<file path="config.mk">
export PLATFORM = sky130hd
export DESIGN_NAME = tlb_pair_xlate
export DESIGN_NICKNAME = d
export VERILOG_FILES = /design/src/rtl/tlb_pair_pkg.sv /design/src/rtl/tlb_entry_bank.sv /design/src/rtl/tlb_cam_port.sv /design/src/rtl/tlb_xlate_resp.sv /design/src/rtl/tlb_pair_xlate.sv
export SDC_FILE = /design/constraint.sdc
export NUM_CORES = 2
export LEC_CHECK = 0
export BUFFER_PORTS_ARGS = -buffer_cell sky130_fd_sc_hd__buf_2
export CAP_MARGIN = 5
export CELL_PAD_IN_SITES_DETAIL_PLACEMENT = 0
export CELL_PAD_IN_SITES_GLOBAL_PLACEMENT = 1
export CORE_MARGIN = 2
export CORE_UTILIZATION = 30
export DETAILED_ROUTE_END_ITERATION = 8
export PLACE_DENSITY = 0.65
export SLEW_MARGIN = 10
export SYNTH_ARGS = -nofsm -noshare
export SYNTH_HDL_FRONTEND = slang
export SYNTH_HIERARCHICAL = 1
export SYNTH_SLANG_ARGS = --single-unit
export TNS_END_PERCENT = 100
</file>
<file path="constraint.sdc">
create_clock -name clk -period 10.4 [get_ports clk]
set_input_delay 2.08 -clock clk [delete_from_list [all_inputs] [get_ports clk]]
set_output_delay 2.08 -clock clk [all_outputs]
set_load 0.02 [all_outputs]
</file>
<file path="src/rtl/tlb_pair_pkg.sv">
`timescale 1ns/1ps
// Shared widths, entry layout and encodings for the paired-page TLB.
// Assumes a 32-bit virtual address and 4 KiB frame granularity.
package tlb_pair_pkg;
    localparam int VA_W    = 32;
    localparam int VPN_LSB = 11;
    localparam int VPN_W   = VA_W - VPN_LSB;
    localparam int PM_W    = 8;
    localparam int ASID_W  = 8;
    localparam int PFN_W   = 20;
    localparam int PG_LSB  = 12;
    localparam int PA_W    = PFN_W + PG_LSB;
    localparam int ATTR_W  = 3;
    localparam int VPN2_W  = VPN_W - 2;

    typedef struct packed {
        logic [PFN_W-1:0]  pfn;
        logic [ATTR_W-1:0] cattr;
        logic              dirty;
        logic              valid;
    } half_t;

    typedef struct packed {
        logic              occ;
        logic [VPN_W-1:0]  vpn;
        logic [PM_W-1:0]   pmask;
        logic [ASID_W-1:0] asid;
        logic              glob;
        half_t             ev;
        half_t             od;
    } entry_t;

    typedef enum logic [2:0] {
        FLT_NONE      = 3'd0,
        FLT_ADR_FETCH = 3'd1,
        FLT_ADR_DATA  = 3'd2,
        FLT_RFL_FETCH = 3'd3,
        FLT_RFL_DATA  = 3'd4,
        FLT_INV_FETCH = 3'd5,
        FLT_INV_DATA  = 3'd6,
        FLT_MOD       = 3'd7
    } flt_e;

    typedef enum logic [1:0] {
        ACC_LOAD  = 2'd0,
        ACC_STORE = 2'd1,
        ACC_FETCH = 2'd2
    } acc_e;

    typedef enum logic [2:0] {
        MNT_IDLE    = 3'd0,
        MNT_WR_IDX  = 3'd1,
        MNT_WR_NEXT = 3'd2,
        MNT_PROBE   = 3'd3,
        MNT_FLUSH   = 3'd4
    } mnt_e;

    // Entry match: page number outside the size mask, and tag or global.
    function automatic logic entry_hit(entry_t e, logic [VPN_W-1:0] key,
                                       logic [ASID_W-1:0] tag);
        logic [VPN_W-1:0] keep;
        keep = ~({{(VPN_W-PM_W-2){1'b0}}, e.pmask, 2'b00});
        return e.occ && (((key ^ e.vpn) & keep) == '0) &&
               (e.glob || (e.asid == tag));
    endfunction

    // Page shift from the size mask: 12 plus bit count rounded to even.
    function automatic logic [4:0] page_shift(logic [PM_W-1:0] pm);
        logic [4:0] cnt;
        cnt = '0;
        for (int i = 0; i < PM_W; i++) cnt = cnt + {4'b0, pm[i]};
        return 5'(PG_LSB) + {cnt[4:1], 1'b0};
    endfunction
endpackage

</file>
<file path="src/rtl/tlb_entry_bank.sv">
`timescale 1ns/1ps
// Entry storage: one register per slot plus the round-robin pointer.
// Assumes at most one write per cycle; clear has priority over writes.
module tlb_entry_bank
    import tlb_pair_pkg::*;
#(
    parameter int N     = 8,
    parameter int IDX_W = $clog2(N)
) (
    input  logic                 clk,
    input  logic                 rst_n,
    input  logic                 wr_idx_en,
    input  logic [IDX_W-1:0]     wr_index,
    input  logic                 wr_next_en,
    input  logic                 clear,
    input  entry_t               wr_data,
    output entry_t [N-1:0]       ents,
    output logic [IDX_W-1:0]     nxt
);
    logic             we;
    logic [IDX_W-1:0] wslot;

    // Pick the slot written this cycle.
    always_comb begin
        we    = wr_idx_en | wr_next_en;
        wslot = wr_next_en ? nxt : wr_index;
    end

    genvar g;
    generate
        for (g = 0; g < N; g++) begin : g_slot
            // Hold one entry; cleared by reset or clear.
            always_ff @(posedge clk) begin
                if (!rst_n || clear)
                    ents[g] <= '0;
                else if (we && wslot == IDX_W'(g))
                    ents[g] <= wr_data;
            end
        end
    endgenerate

    // Round-robin pointer, advanced by each round-robin write.
    always_ff @(posedge clk) begin
        if (!rst_n || clear)
            nxt <= '0;
        else if (wr_next_en)
            nxt <= (nxt == IDX_W'(N-1)) ? '0 : nxt + 1'b1;
    end
endmodule

</file>
<file path="src/rtl/tlb_cam_port.sv">
`timescale 1ns/1ps
// One associative lookup port: match every entry, lowest index wins.
// Purely combinational.
module tlb_cam_port
    import tlb_pair_pkg::*;
#(
    parameter int N     = 8,
    parameter int IDX_W = $clog2(N)
) (
    input  entry_t [N-1:0]    ents,
    input  logic [VPN_W-1:0]  key_vpn,
    input  logic [ASID_W-1:0] key_asid,
    output logic              hit,
    output logic [IDX_W-1:0]  hit_idx
);
    logic [N-1:0] mvec;

    genvar g;
    generate
        for (g = 0; g < N; g++) begin : g_cmp
            assign mvec[g] = entry_hit(ents[g], key_vpn, key_asid);
        end
    endgenerate

    // Priority encode: scan downward so the lowest match is kept.
    always_comb begin
        hit     = |mvec;
        hit_idx = '0;
        for (int i = N - 1; i >= 0; i--)
            if (mvec[i]) hit_idx = IDX_W'(i);
    end
endmodule

</file>
<file path="src/rtl/tlb_xlate_resp.sv">
`timescale 1ns/1ps
// Translation datapath: key derivation, segment bypass, half selection,
// address composition, fault priority and the registered response.
// Assumes the matching entry's mask and halves are supplied combinationally.
module tlb_xlate_resp
    import tlb_pair_pkg::*;
(
    input  logic              clk,
    input  logic              rst_n,
    input  logic              req_valid,
    input  logic [VA_W-1:0]   req_va,
    input  logic [ASID_W-1:0] req_asid,
    input  logic [1:0]        req_kind,
    input  logic [1:0]        req_size,
    input  logic [31:0]       req_status,
    input  logic              fine_pages,
    output logic [VPN_W-1:0]  lk_vpn,
    input  logic              hit,
    input  logic [PM_W-1:0]   hit_pmask,
    input  half_t             hit_ev,
    input  half_t             hit_od,
    output logic              rsp_valid,
    output logic [PA_W-1:0]   rsp_pa,
    output logic [2:0]        rsp_fault,
    output logic              rsp_uncached,
    output logic [ATTR_W-1:0] rsp_cattr,
    output logic [VA_W-1:0]   rsp_badva,
    output logic [VPN2_W-1:0] rsp_vpn2,
    output logic [1:0]        rsp_vpn2x,
    output logic [ASID_W-1:0] rsp_asid,
    output logic [VPN2_W-1:0] rsp_ctx_vpn2
);
    logic              seg_cached, seg_uncached, kernel, misal, is_fetch, is_store;
    logic [2:0]        size_mask;
    logic [4:0]        shift;
    half_t             half;
    logic [PA_W-1:0]   offm, pa_map, pa_direct;
    flt_e              flt;
    logic [PA_W-1:0]   pa_n;
    logic              unc_n;
    logic [ATTR_W-1:0] attr_n;
    logic              tlb_flt;

    // Lookup key: page number, low pair bits kept only in fine mode.
    always_comb begin
        lk_vpn = fine_pages ? req_va[VA_W-1:VPN_LSB]
                            : {req_va[VA_W-1:VPN_LSB+2], 2'b00};
    end

    // Segment, privilege and alignment decode.
    always_comb begin
        seg_cached   = req_va[31:29] == 3'b100;
        seg_uncached = req_va[31:29] == 3'b101;
        kernel       = (|(req_status & 32'h1000_0006)) || (req_status[4:3] == 2'b00);
        case (req_size)
            2'd0:    size_mask = 3'b000;
            2'd1:    size_mask = 3'b001;
            2'd2:    size_mask = 3'b011;
            default: size_mask = 3'b111;
        endcase
        misal    = |(req_va[2:0] & size_mask);
        is_fetch = req_kind == ACC_FETCH;
        is_store = req_kind == ACC_STORE;
    end

    // Half selection and physical address composition for a hit.
    always_comb begin
        shift     = page_shift(hit_pmask);
        half      = req_va[shift] ? hit_od : hit_ev;
        offm      = (PA_W'(1) << shift) - PA_W'(1);
        pa_map    = ({half.pfn, {PG_LSB{1'b0}}} & ~offm) | (req_va & offm);
        pa_direct = {3'b000, req_va[28:0]};
    end

    // Fault priority and next response value.
    always_comb begin
        flt    = FLT_NONE;
        pa_n   = '0;
        attr_n = '0;
        if (seg_cached) begin
            if (!kernel || misal) flt = is_fetch ? FLT_ADR_FETCH : FLT_ADR_DATA;
            else                  pa_n = pa_direct;
        end else if (seg_uncached) begin
            pa_n = pa_direct;
        end else if (misal) begin
            flt = is_fetch ? FLT_ADR_FETCH : FLT_ADR_DATA;
        end else if (!hit) begin
            flt = is_fetch ? FLT_RFL_FETCH : FLT_RFL_DATA;
        end else if (!half.valid) begin
            flt = is_fetch ? FLT_INV_FETCH : FLT_INV_DATA;
        end else if (is_store && !half.dirty) begin
            flt = FLT_MOD;
        end else begin
            pa_n   = pa_map;
            attr_n = half.cattr;
        end
        unc_n   = (flt == FLT_NONE) && req_va[31] && req_va[29];
        tlb_flt = (flt != FLT_NONE) && (flt != FLT_ADR_FETCH) && (flt != FLT_ADR_DATA);
    end

    // Response register, loaded once per request.
    always_ff @(posedge clk) begin
        if (!rst_n) begin
            rsp_valid    <= 1'b0;
            rsp_pa       <= '0;
            rsp_fault    <= '0;
            rsp_uncached <= 1'b0;
            rsp_cattr    <= '0;
            rsp_badva    <= '0;
            rsp_vpn2     <= '0;
            rsp_vpn2x    <= '0;
            rsp_asid     <= '0;
            rsp_ctx_vpn2 <= '0;
        end else begin
            rsp_valid <= req_valid;
            if (req_valid) begin
                rsp_pa       <= pa_n;
                rsp_fault    <= flt;
                rsp_uncached <= unc_n;
                rsp_cattr    <= attr_n;
                rsp_badva    <= (flt != FLT_NONE) ? req_va : '0;
                rsp_vpn2     <= tlb_flt ? lk_vpn[VPN_W-1:2] : '0;
                rsp_vpn2x    <= tlb_flt ? lk_vpn[1:0] : '0;
                rsp_asid     <= tlb_flt ? req_asid : '0;
                rsp_ctx_vpn2 <= tlb_flt ? lk_vpn[VPN_W-1:2] : '0;
            end
        end
    end
endmodule

</file>
<file path="src/rtl/tlb_pair_xlate.sv">
`timescale 1ns/1ps
// Top of the paired-page TLB: entry bank, two lookup ports (translate and
// probe), translation datapath and the registered probe result.
// Assumes one maintenance operation per cycle.
module tlb_pair_xlate
    import tlb_pair_pkg::*;
#(
    parameter int NUM_ENTRIES = 8,
    localparam int IDX_W      = $clog2(NUM_ENTRIES)
) (
    input  logic             clk,
    input  logic             rst_n,
    input  logic             req_valid,
    input  logic [31:0]      req_va,
    input  logic [7:0]       req_asid,
    input  logic [1:0]       req_kind,
    input  logic [1:0]       req_size,
    input  logic [31:0]      req_status,
    input  logic             fine_pages,
    output logic             rsp_valid,
    output logic [31:0]      rsp_pa,
    output logic [2:0]       rsp_fault,
    output logic             rsp_uncached,
    output logic [2:0]       rsp_cattr,
    output logic [31:0]      rsp_badva,
    output logic [18:0]      rsp_vpn2,
    output logic [1:0]       rsp_vpn2x,
    output logic [7:0]       rsp_asid,
    output logic [18:0]      rsp_ctx_vpn2,
    input  logic [2:0]       mnt_op,
    input  logic [IDX_W:0]   mnt_index,
    input  logic [20:0]      mnt_vpn,
    input  logic [7:0]       mnt_pmask,
    input  logic [7:0]       mnt_asid,
    input  logic             mnt_glob,
    input  logic [19:0]      mnt_pfn_ev,
    input  logic [2:0]       mnt_attr_ev,
    input  logic             mnt_dirty_ev,
    input  logic             mnt_valid_ev,
    input  logic [19:0]      mnt_pfn_od,
    input  logic [2:0]       mnt_attr_od,
    input  logic             mnt_dirty_od,
    input  logic             mnt_valid_od,
    output logic             prb_valid,
    output logic [IDX_W:0]   prb_result,
    output logic [IDX_W-1:0] nxt_slot
);
    entry_t [NUM_ENTRIES-1:0] ents;
    entry_t                   wr_data;
    entry_t                   xl_ent;
    logic                     wr_idx_en, wr_next_en, clear, do_probe;
    logic [VPN_W-1:0]         lk_vpn;
    logic                     xl_hit, pb_hit;
    logic [IDX_W-1:0]         xl_idx, pb_idx;

    // Decode maintenance operation and assemble the written entry.
    always_comb begin
        wr_idx_en  = (mnt_op == MNT_WR_IDX) && (32'(mnt_index) < NUM_ENTRIES);
        wr_next_en = mnt_op == MNT_WR_NEXT;
        clear      = mnt_op == MNT_FLUSH;
        do_probe   = mnt_op == MNT_PROBE;
        wr_data    = '{occ: 1'b1, vpn: mnt_vpn, pmask: mnt_pmask, asid: mnt_asid,
                       glob: mnt_glob,
                       ev: '{pfn: mnt_pfn_ev, cattr: mnt_attr_ev,
                             dirty: mnt_dirty_ev, valid: mnt_valid_ev},
                       od: '{pfn: mnt_pfn_od, cattr: mnt_attr_od,
                             dirty: mnt_dirty_od, valid: mnt_valid_od}};
        xl_ent     = ents[xl_idx];
    end

    tlb_entry_bank #(.N(NUM_ENTRIES), .IDX_W(IDX_W)) u_bank (
        .clk(clk), .rst_n(rst_n),
        .wr_idx_en(wr_idx_en), .wr_index(mnt_index[IDX_W-1:0]),
        .wr_next_en(wr_next_en), .clear(clear), .wr_data(wr_data),
        .ents(ents), .nxt(nxt_slot)
    );

    tlb_cam_port #(.N(NUM_ENTRIES), .IDX_W(IDX_W)) u_cam_xl (
        .ents(ents), .key_vpn(lk_vpn), .key_asid(req_asid),
        .hit(xl_hit), .hit_idx(xl_idx)
    );

    tlb_cam_port #(.N(NUM_ENTRIES), .IDX_W(IDX_W)) u_cam_pb (
        .ents(ents), .key_vpn(mnt_vpn), .key_asid(mnt_asid),
        .hit(pb_hit), .hit_idx(pb_idx)
    );

    tlb_xlate_resp u_xl (
        .clk(clk), .rst_n(rst_n),
        .req_valid(req_valid), .req_va(req_va), .req_asid(req_asid),
        .req_kind(req_kind), .req_size(req_size), .req_status(req_status),
        .fine_pages(fine_pages), .lk_vpn(lk_vpn),
        .hit(xl_hit), .hit_pmask(xl_ent.pmask), .hit_ev(xl_ent.ev), .hit_od(xl_ent.od),
        .rsp_valid(rsp_valid), .rsp_pa(rsp_pa), .rsp_fault(rsp_fault),
        .rsp_uncached(rsp_uncached), .rsp_cattr(rsp_cattr), .rsp_badva(rsp_badva),
        .rsp_vpn2(rsp_vpn2), .rsp_vpn2x(rsp_vpn2x), .rsp_asid(rsp_asid),
        .rsp_ctx_vpn2(rsp_ctx_vpn2)
    );

    // Registered probe result: lowest matching slot or all ones.
    always_ff @(posedge clk) begin
        if (!rst_n) begin
            prb_valid  <= 1'b0;
            prb_result <= '0;
        end else begin
            prb_valid <= do_probe;
            if (do_probe) prb_result <= pb_hit ? {1'b0, pb_idx} : '1;
        end
    end
endmodule

</file>
Yosys cells after proc, flatten, opt, wreduce, memory -nomap -nowiden:

Index checks and enable logic that the tools add are counted.

* register bits: 821
* input port bits: 175
* output and inout port bits: 128

* add/sub/neg operators: 10
* order comparisons: 3
* equality and inequality tests: 36
* shift operators: 1
* mux-type cells: 53
* bitwise logic cells: 46
* reductions and logical operators: 93

Operator list (count)
* 21-bit AND: 16
* 21-bit logical NOT: 16
* 21-bit XOR: 16
* 89-bit binary-select mux with 3-bit select: 1
* 32-bit 2-to-1 mux: 7
* 10-bit NOT with 21-bit output: 8
* 8-bit equality test: 16
* 3-bit 2-to-1 mux: 32
* 67-bit 2-to-1 mux: 1
* 32-bit AND: 2
* 1-bit logical AND: 46
* 32-bit NOT: 1
* 32-bit bitwise OR: 1
* 1-bit by 5-bit left shift with 32-bit output, first input constant: 1
* 32-bit by 2-bit subtractor with 32-bit output, second input constant: 1
* 5-bit by 1-bit adder with 5-bit output: 6
* 29-bit 2-to-1 mux: 1
* 25-bit 2-to-1 mux: 1
* 3-bit equality test, second input constant: 8
* 1-bit logical OR: 19
* 19-bit 2-to-1 mux: 1
* 8-bit OR reduction: 2
* 3-bit by 2-bit equality test with 1-bit output, second input constant: 4
* 3-bit case mux with 3 select lines: 1
* other kinds (23): 34

Depth between registers and ports, before layout:

* depth after elaboration: 39
* depth in mapped cells: 36

By module:

The synthesis kept the hierarchy.

Modules (own cells, without submodules)
* tlb_entry_bank: instances 1, cells each 2431, area an instance 25640.8 um^2, seq. area each 14313.7 um^2
* tlb_cam_port: instances 2, cells each 387, area an instance 3094.2 um^2, seq. area each 0.0 um^2
* tlb_xlate_resp: instances 1, cells each 705, area an instance 6004.5 um^2, seq. area each 2021.9 um^2
* tlb_pair_xlate: instances 1, cells each 226, area an instance 3891.2 um^2, seq. area each 100.1 um^2

Least setup slack after synthesis:

OpenSTA, ideal clock, no wires.

* kind: input-to-reg
* start point: in req_va[17]
* end point: reg u_xl.rsp_pa[23]
* library setup time: 0.122 ns
* arrival time: 9.698 ns
* setup slack: 0.580 ns
* stages on the path: 33
* buffers on the path: 7
* path through: buf_4 -> buf_6 -> xnor2_1 -> o22ai_1 -> or4_4 -> nor4_4 -> a21oi_2 -> nor2_1 -> o21bai_1 -> a21oi_1 -> buf_6 -> buf_2 -> mux4_2 -> mux2_2 -> fa_1 -> inv_1 -> fa_1 -> nor2b_1 -> fa_1 -> buf_2 -> xor2_1 -> inv_2 -> ha_1 -> clkbuf_1 -> clkbuf_1 -> nand4_1 -> ha_1 -> clkinv_1 -> a21oi_1 -> nand3_1 -> a211oi_1 -> nor3_1 -> a221o_1

RTL lines
* start: declaration: line tlb_pair_xlate.sv:14 `input logic [31:0] req_va,`
* end signal: assignment: line tlb_xlate_resp.sv:117 `rsp_pa <= pa_n;`
* end: declaration: line tlb_xlate_resp.sv:23 `output logic [PA_W-1:0] rsp_pa,`

==> run summary <==
### Synth
• top-area cell type share of the netlist area: 39.4%
• proportion of register bits with asynchronous set or reset after synthesis: 0%
• Cell variety after synth: 85
• number of enable-type register cells in the synthesized netlist: 0
• sequential-to-total area share from yosys stat: 39.4%
• largest area contributor in the netlist: dfxtp_1
• post-synthesis register bit count: 821
• Synth Net Count: 4,321
• Netlist Area Pre-Place: 41,700 µm²
• count of mapped cells out of synthesis: 4,136
• synthesized area divided by synthesized cell count: 10.1 µm²
• primary flip-flop cell chosen by synthesis mapping: dfxtp_1
• dominant cells by area after synthesis: dfxtp_1 (39%), mux2i_1 (18%), nand2_1 (8.2%), mux4_2 (6.0%), xor2_1 (5.3%)
• number of warnings issued by yosys: 6

### Layout
• leading cell types in the layout, fill and taps excluded: nand2_1 (916), dfxtp_1 (821), mux2i_1 (741)
• synthesis-to-finish area growth: 14.5%
• final core utilization: 34.6%
• most common cell after layout, fill and taps aside: nand2_1
• count of nets after finishing: 4,445
• Finished Cell Area: 47,800 µm²
• number of standard cells in the final layout excluding fillers: 6,137
• proportion of layout cells with a drive suffix above 1: 18.0%

### Critical path
• register-to-register path setup slack: 2.69 ns
• type of the setup path with the least slack: primary input to register
• critical path capture point type: register
• kind of cell adding the most delay to the critical path: adder cells
• kind of start point of the critical path: primary input
• r2r worst-path depth: 25
• cell with the largest stage delay on the worst path: fa_1
• crit path DAT: 10.12 ns
• depth of the critical timing path with buffers and inverters included: 26
• Critical Path Max Stage Delay: 0.70 ns
• total buffers and inverters traversed by the critical path: 6
• Worst Path Required: 11.00 ns
• worst-path maximum fanout: 25

### Clock tree
• Max H-tree Level: 3
• Clock Tree Root: clkbuf_16
• number of buffers created by CTS: 98
• CTS tree: built
• latest clock arrival within the worst-skew pair: 0.72 ns
• Resized cells post-CTS: 0
• number of buffers inserted for hold repair after clock tree synthesis: 0
• largest buffer count on any clock path: 3
• clock slew at reported path FFs: 0.06 ns
• buffers inserted during post-CTS setup optimization: 0
• Sinks on Clock Net: 821

### GRT
• wire length of the first global-routing pass: 206 mm
• initial antenna violation count: 20
• number of global-route vias before repair: 30,400
• pin count of the biggest net entering global routing: 184
• global router's overall resource usage: 19.3%
• Overflow after GRT: 0

### Floorplan
• Die Ht: 377 µm
• Die Outline Area: 142,000 µm²
• number of cell rows: 136
• number of ports placed on the die boundary: 303
• overall die width: 377 µm
• starting density of the core: 30.3%
• Core Footprint: 138,000 µm²

### Status
• status: completed

### Run
• number of maximum-capacitance violations: 0

### Timing
• minimum clock period: 9.52 ns
• Final setup violation count: 0
• Fmax: 105 MHz
• Max Clock Skew: 0.0503 ns
• worst hold margin: 0.437 ns
• Slew Viols, Final: 0
• post-route clock period utilization: 91.5%
• Worst Max-Slew Pin Slew: 1.16 ns
• final critical-path setup slack: 0.882 ns
• Max transition margin: 22.3%
• final-layout setup total negative slack: 0 ns
• RSZ-0062 raised after global routing: false
• number of hold-slack violations in the final timing report: 0

### Routing
• total detailed-routing wirelength: 140 mm
• routed vias: 30,800
• detailed-route vias per instance: 5.02
• Routed WL per cell: 22.9 µm
• antenna viol nets, final: 0
• length of the first detailed-routing pass in iterations: 8
• DRC: 0
• DRC violation total after the first TritonRoute iteration: 2,324

### Placement
• Placed Instance Area: 44,400 µm²
• minimum setup slack after placement: 0.269 ns
• number of buffers added on ports: 275
• Final GP Congestion: 0.887
• number of instances in the placed design: 5,954
• sum of net half-perimeters after detailed placement: 93.4 mm

### Power
• leakage dissipation: 21.7 nW
• maximum ir drop on the vdd rail: 0.124 mV
• Power, Total: 7.35 mW
• power per standard cell area: 154 nW/µm²

### Hold path
• type of the most critical hold path: register to register
• hold-critical path depth: 2

-- sequential cells by signal, indices dropped and copies added (netlist names) --
register	cells
u_xl/rsp_vpn2x	2
u_xl/rsp_ctx_vpn2	19
u_xl/rsp_fault	3
u_xl/rsp_uncached	1
u_xl/rsp_asid	8
u_xl/rsp_badva	32
u_xl/rsp_cattr	3
u_bank/ents	712
prb_valid	1
u_bank/nxt	3
u_xl/rsp_pa	32
u_xl/rsp_valid	1
prb_result	4
-- final timing paths --
check,endpoint,startpoint
worst max-delay path,u_xl/rsp_pa[23],req_va[12]
worst min-delay path,u_xl/rsp_fault[0],u_xl/rsp_fault[0]
worst max register to register,u_xl/rsp_pa[23],u_bank/ents[515]
worst min register to register,u_xl/rsp_fault[0],u_xl/rsp_fault[0]
-- worst register-to-register path: cells and delay by family, from the launching register on --
family	cells	cell delay (ns)
flops	1	0.42
compound gates	8	1.67
buf+inv	4	0.79
mux	4	1.62
fa+ha+maj	3	1.76
simple gates	5	1.26
xor+xnor	1	0.13
-- Yosys cell counts (7+ instances only) --
cell,number
a211oi_1,8
a21o_1,9
a21oi_1,36
a221o_1,9
a22o_1,47
and2_1,7
buf_2,106
buf_4,75
buf_6,28
clkbuf_1,125
dfxtp_1,821
inv_1,44
mux2_2,22
mux2_4,43
mux2i_1,742
mux4_1,8
mux4_2,111
nand2_1,916
nand3_1,14
nand4_1,24
nor2_1,63
nor2b_1,10
nor3_1,14
nor4_1,78
nor4_4,8
o2111ai_1,9
o2111ai_2,8
o211ai_1,19
o21ai_0,37
o221ai_1,21
o221ai_2,8
o22ai_1,58
or3_1,8
or4_4,8
xnor2_1,214
xor2_1,251
-- layer usage --
layer	part of all wire [%]	vias up	track usage [%]	routed length, µm
li1	-	14600	-	-
met1	45	15300	25.8	63500
met2	47	725	31.8	66100
met3	4.3	211	2.82	6080
met4	3.3	10	6.42	4600
met5	0.048	-	0	68
-- layout make-up --
class	count	area [µm²]
Fill cell	14000	90100
Multi-Input combinational cell	2921	23200
Sequential cell	821	16400
Clock buffer	145	2920
Timing Repair Buffer	372	2320
Tap cell	1794	2240
Clock inverter	33	427
Inverter	46	173
Antenna cell	5	12.5
-- cell families after synthesis --
logic type                 share of synthesized area [%]
and+or+nand+nor                                     12.6
adders and majority gates                          0.372
DFF                                                 39.4
buffers and inverters                               5.40
other                                            0.00899
muxes                                               26.5
xor gates and xnor gates                            9.92
AOI/OAI and AO/OA                                   5.85
-- report_power, final --
| group | internal, mW | switching, mW | total (mW) |
|---|---|---|---|
| clock network | 2.10 | 1.46 | 3.56 |
| registers | 3.19 | 0.0275 | 3.21 |
| logic | 0.187 | 0.396 | 0.582 |
Note: power is estimated with default switching activity, not from simulation.
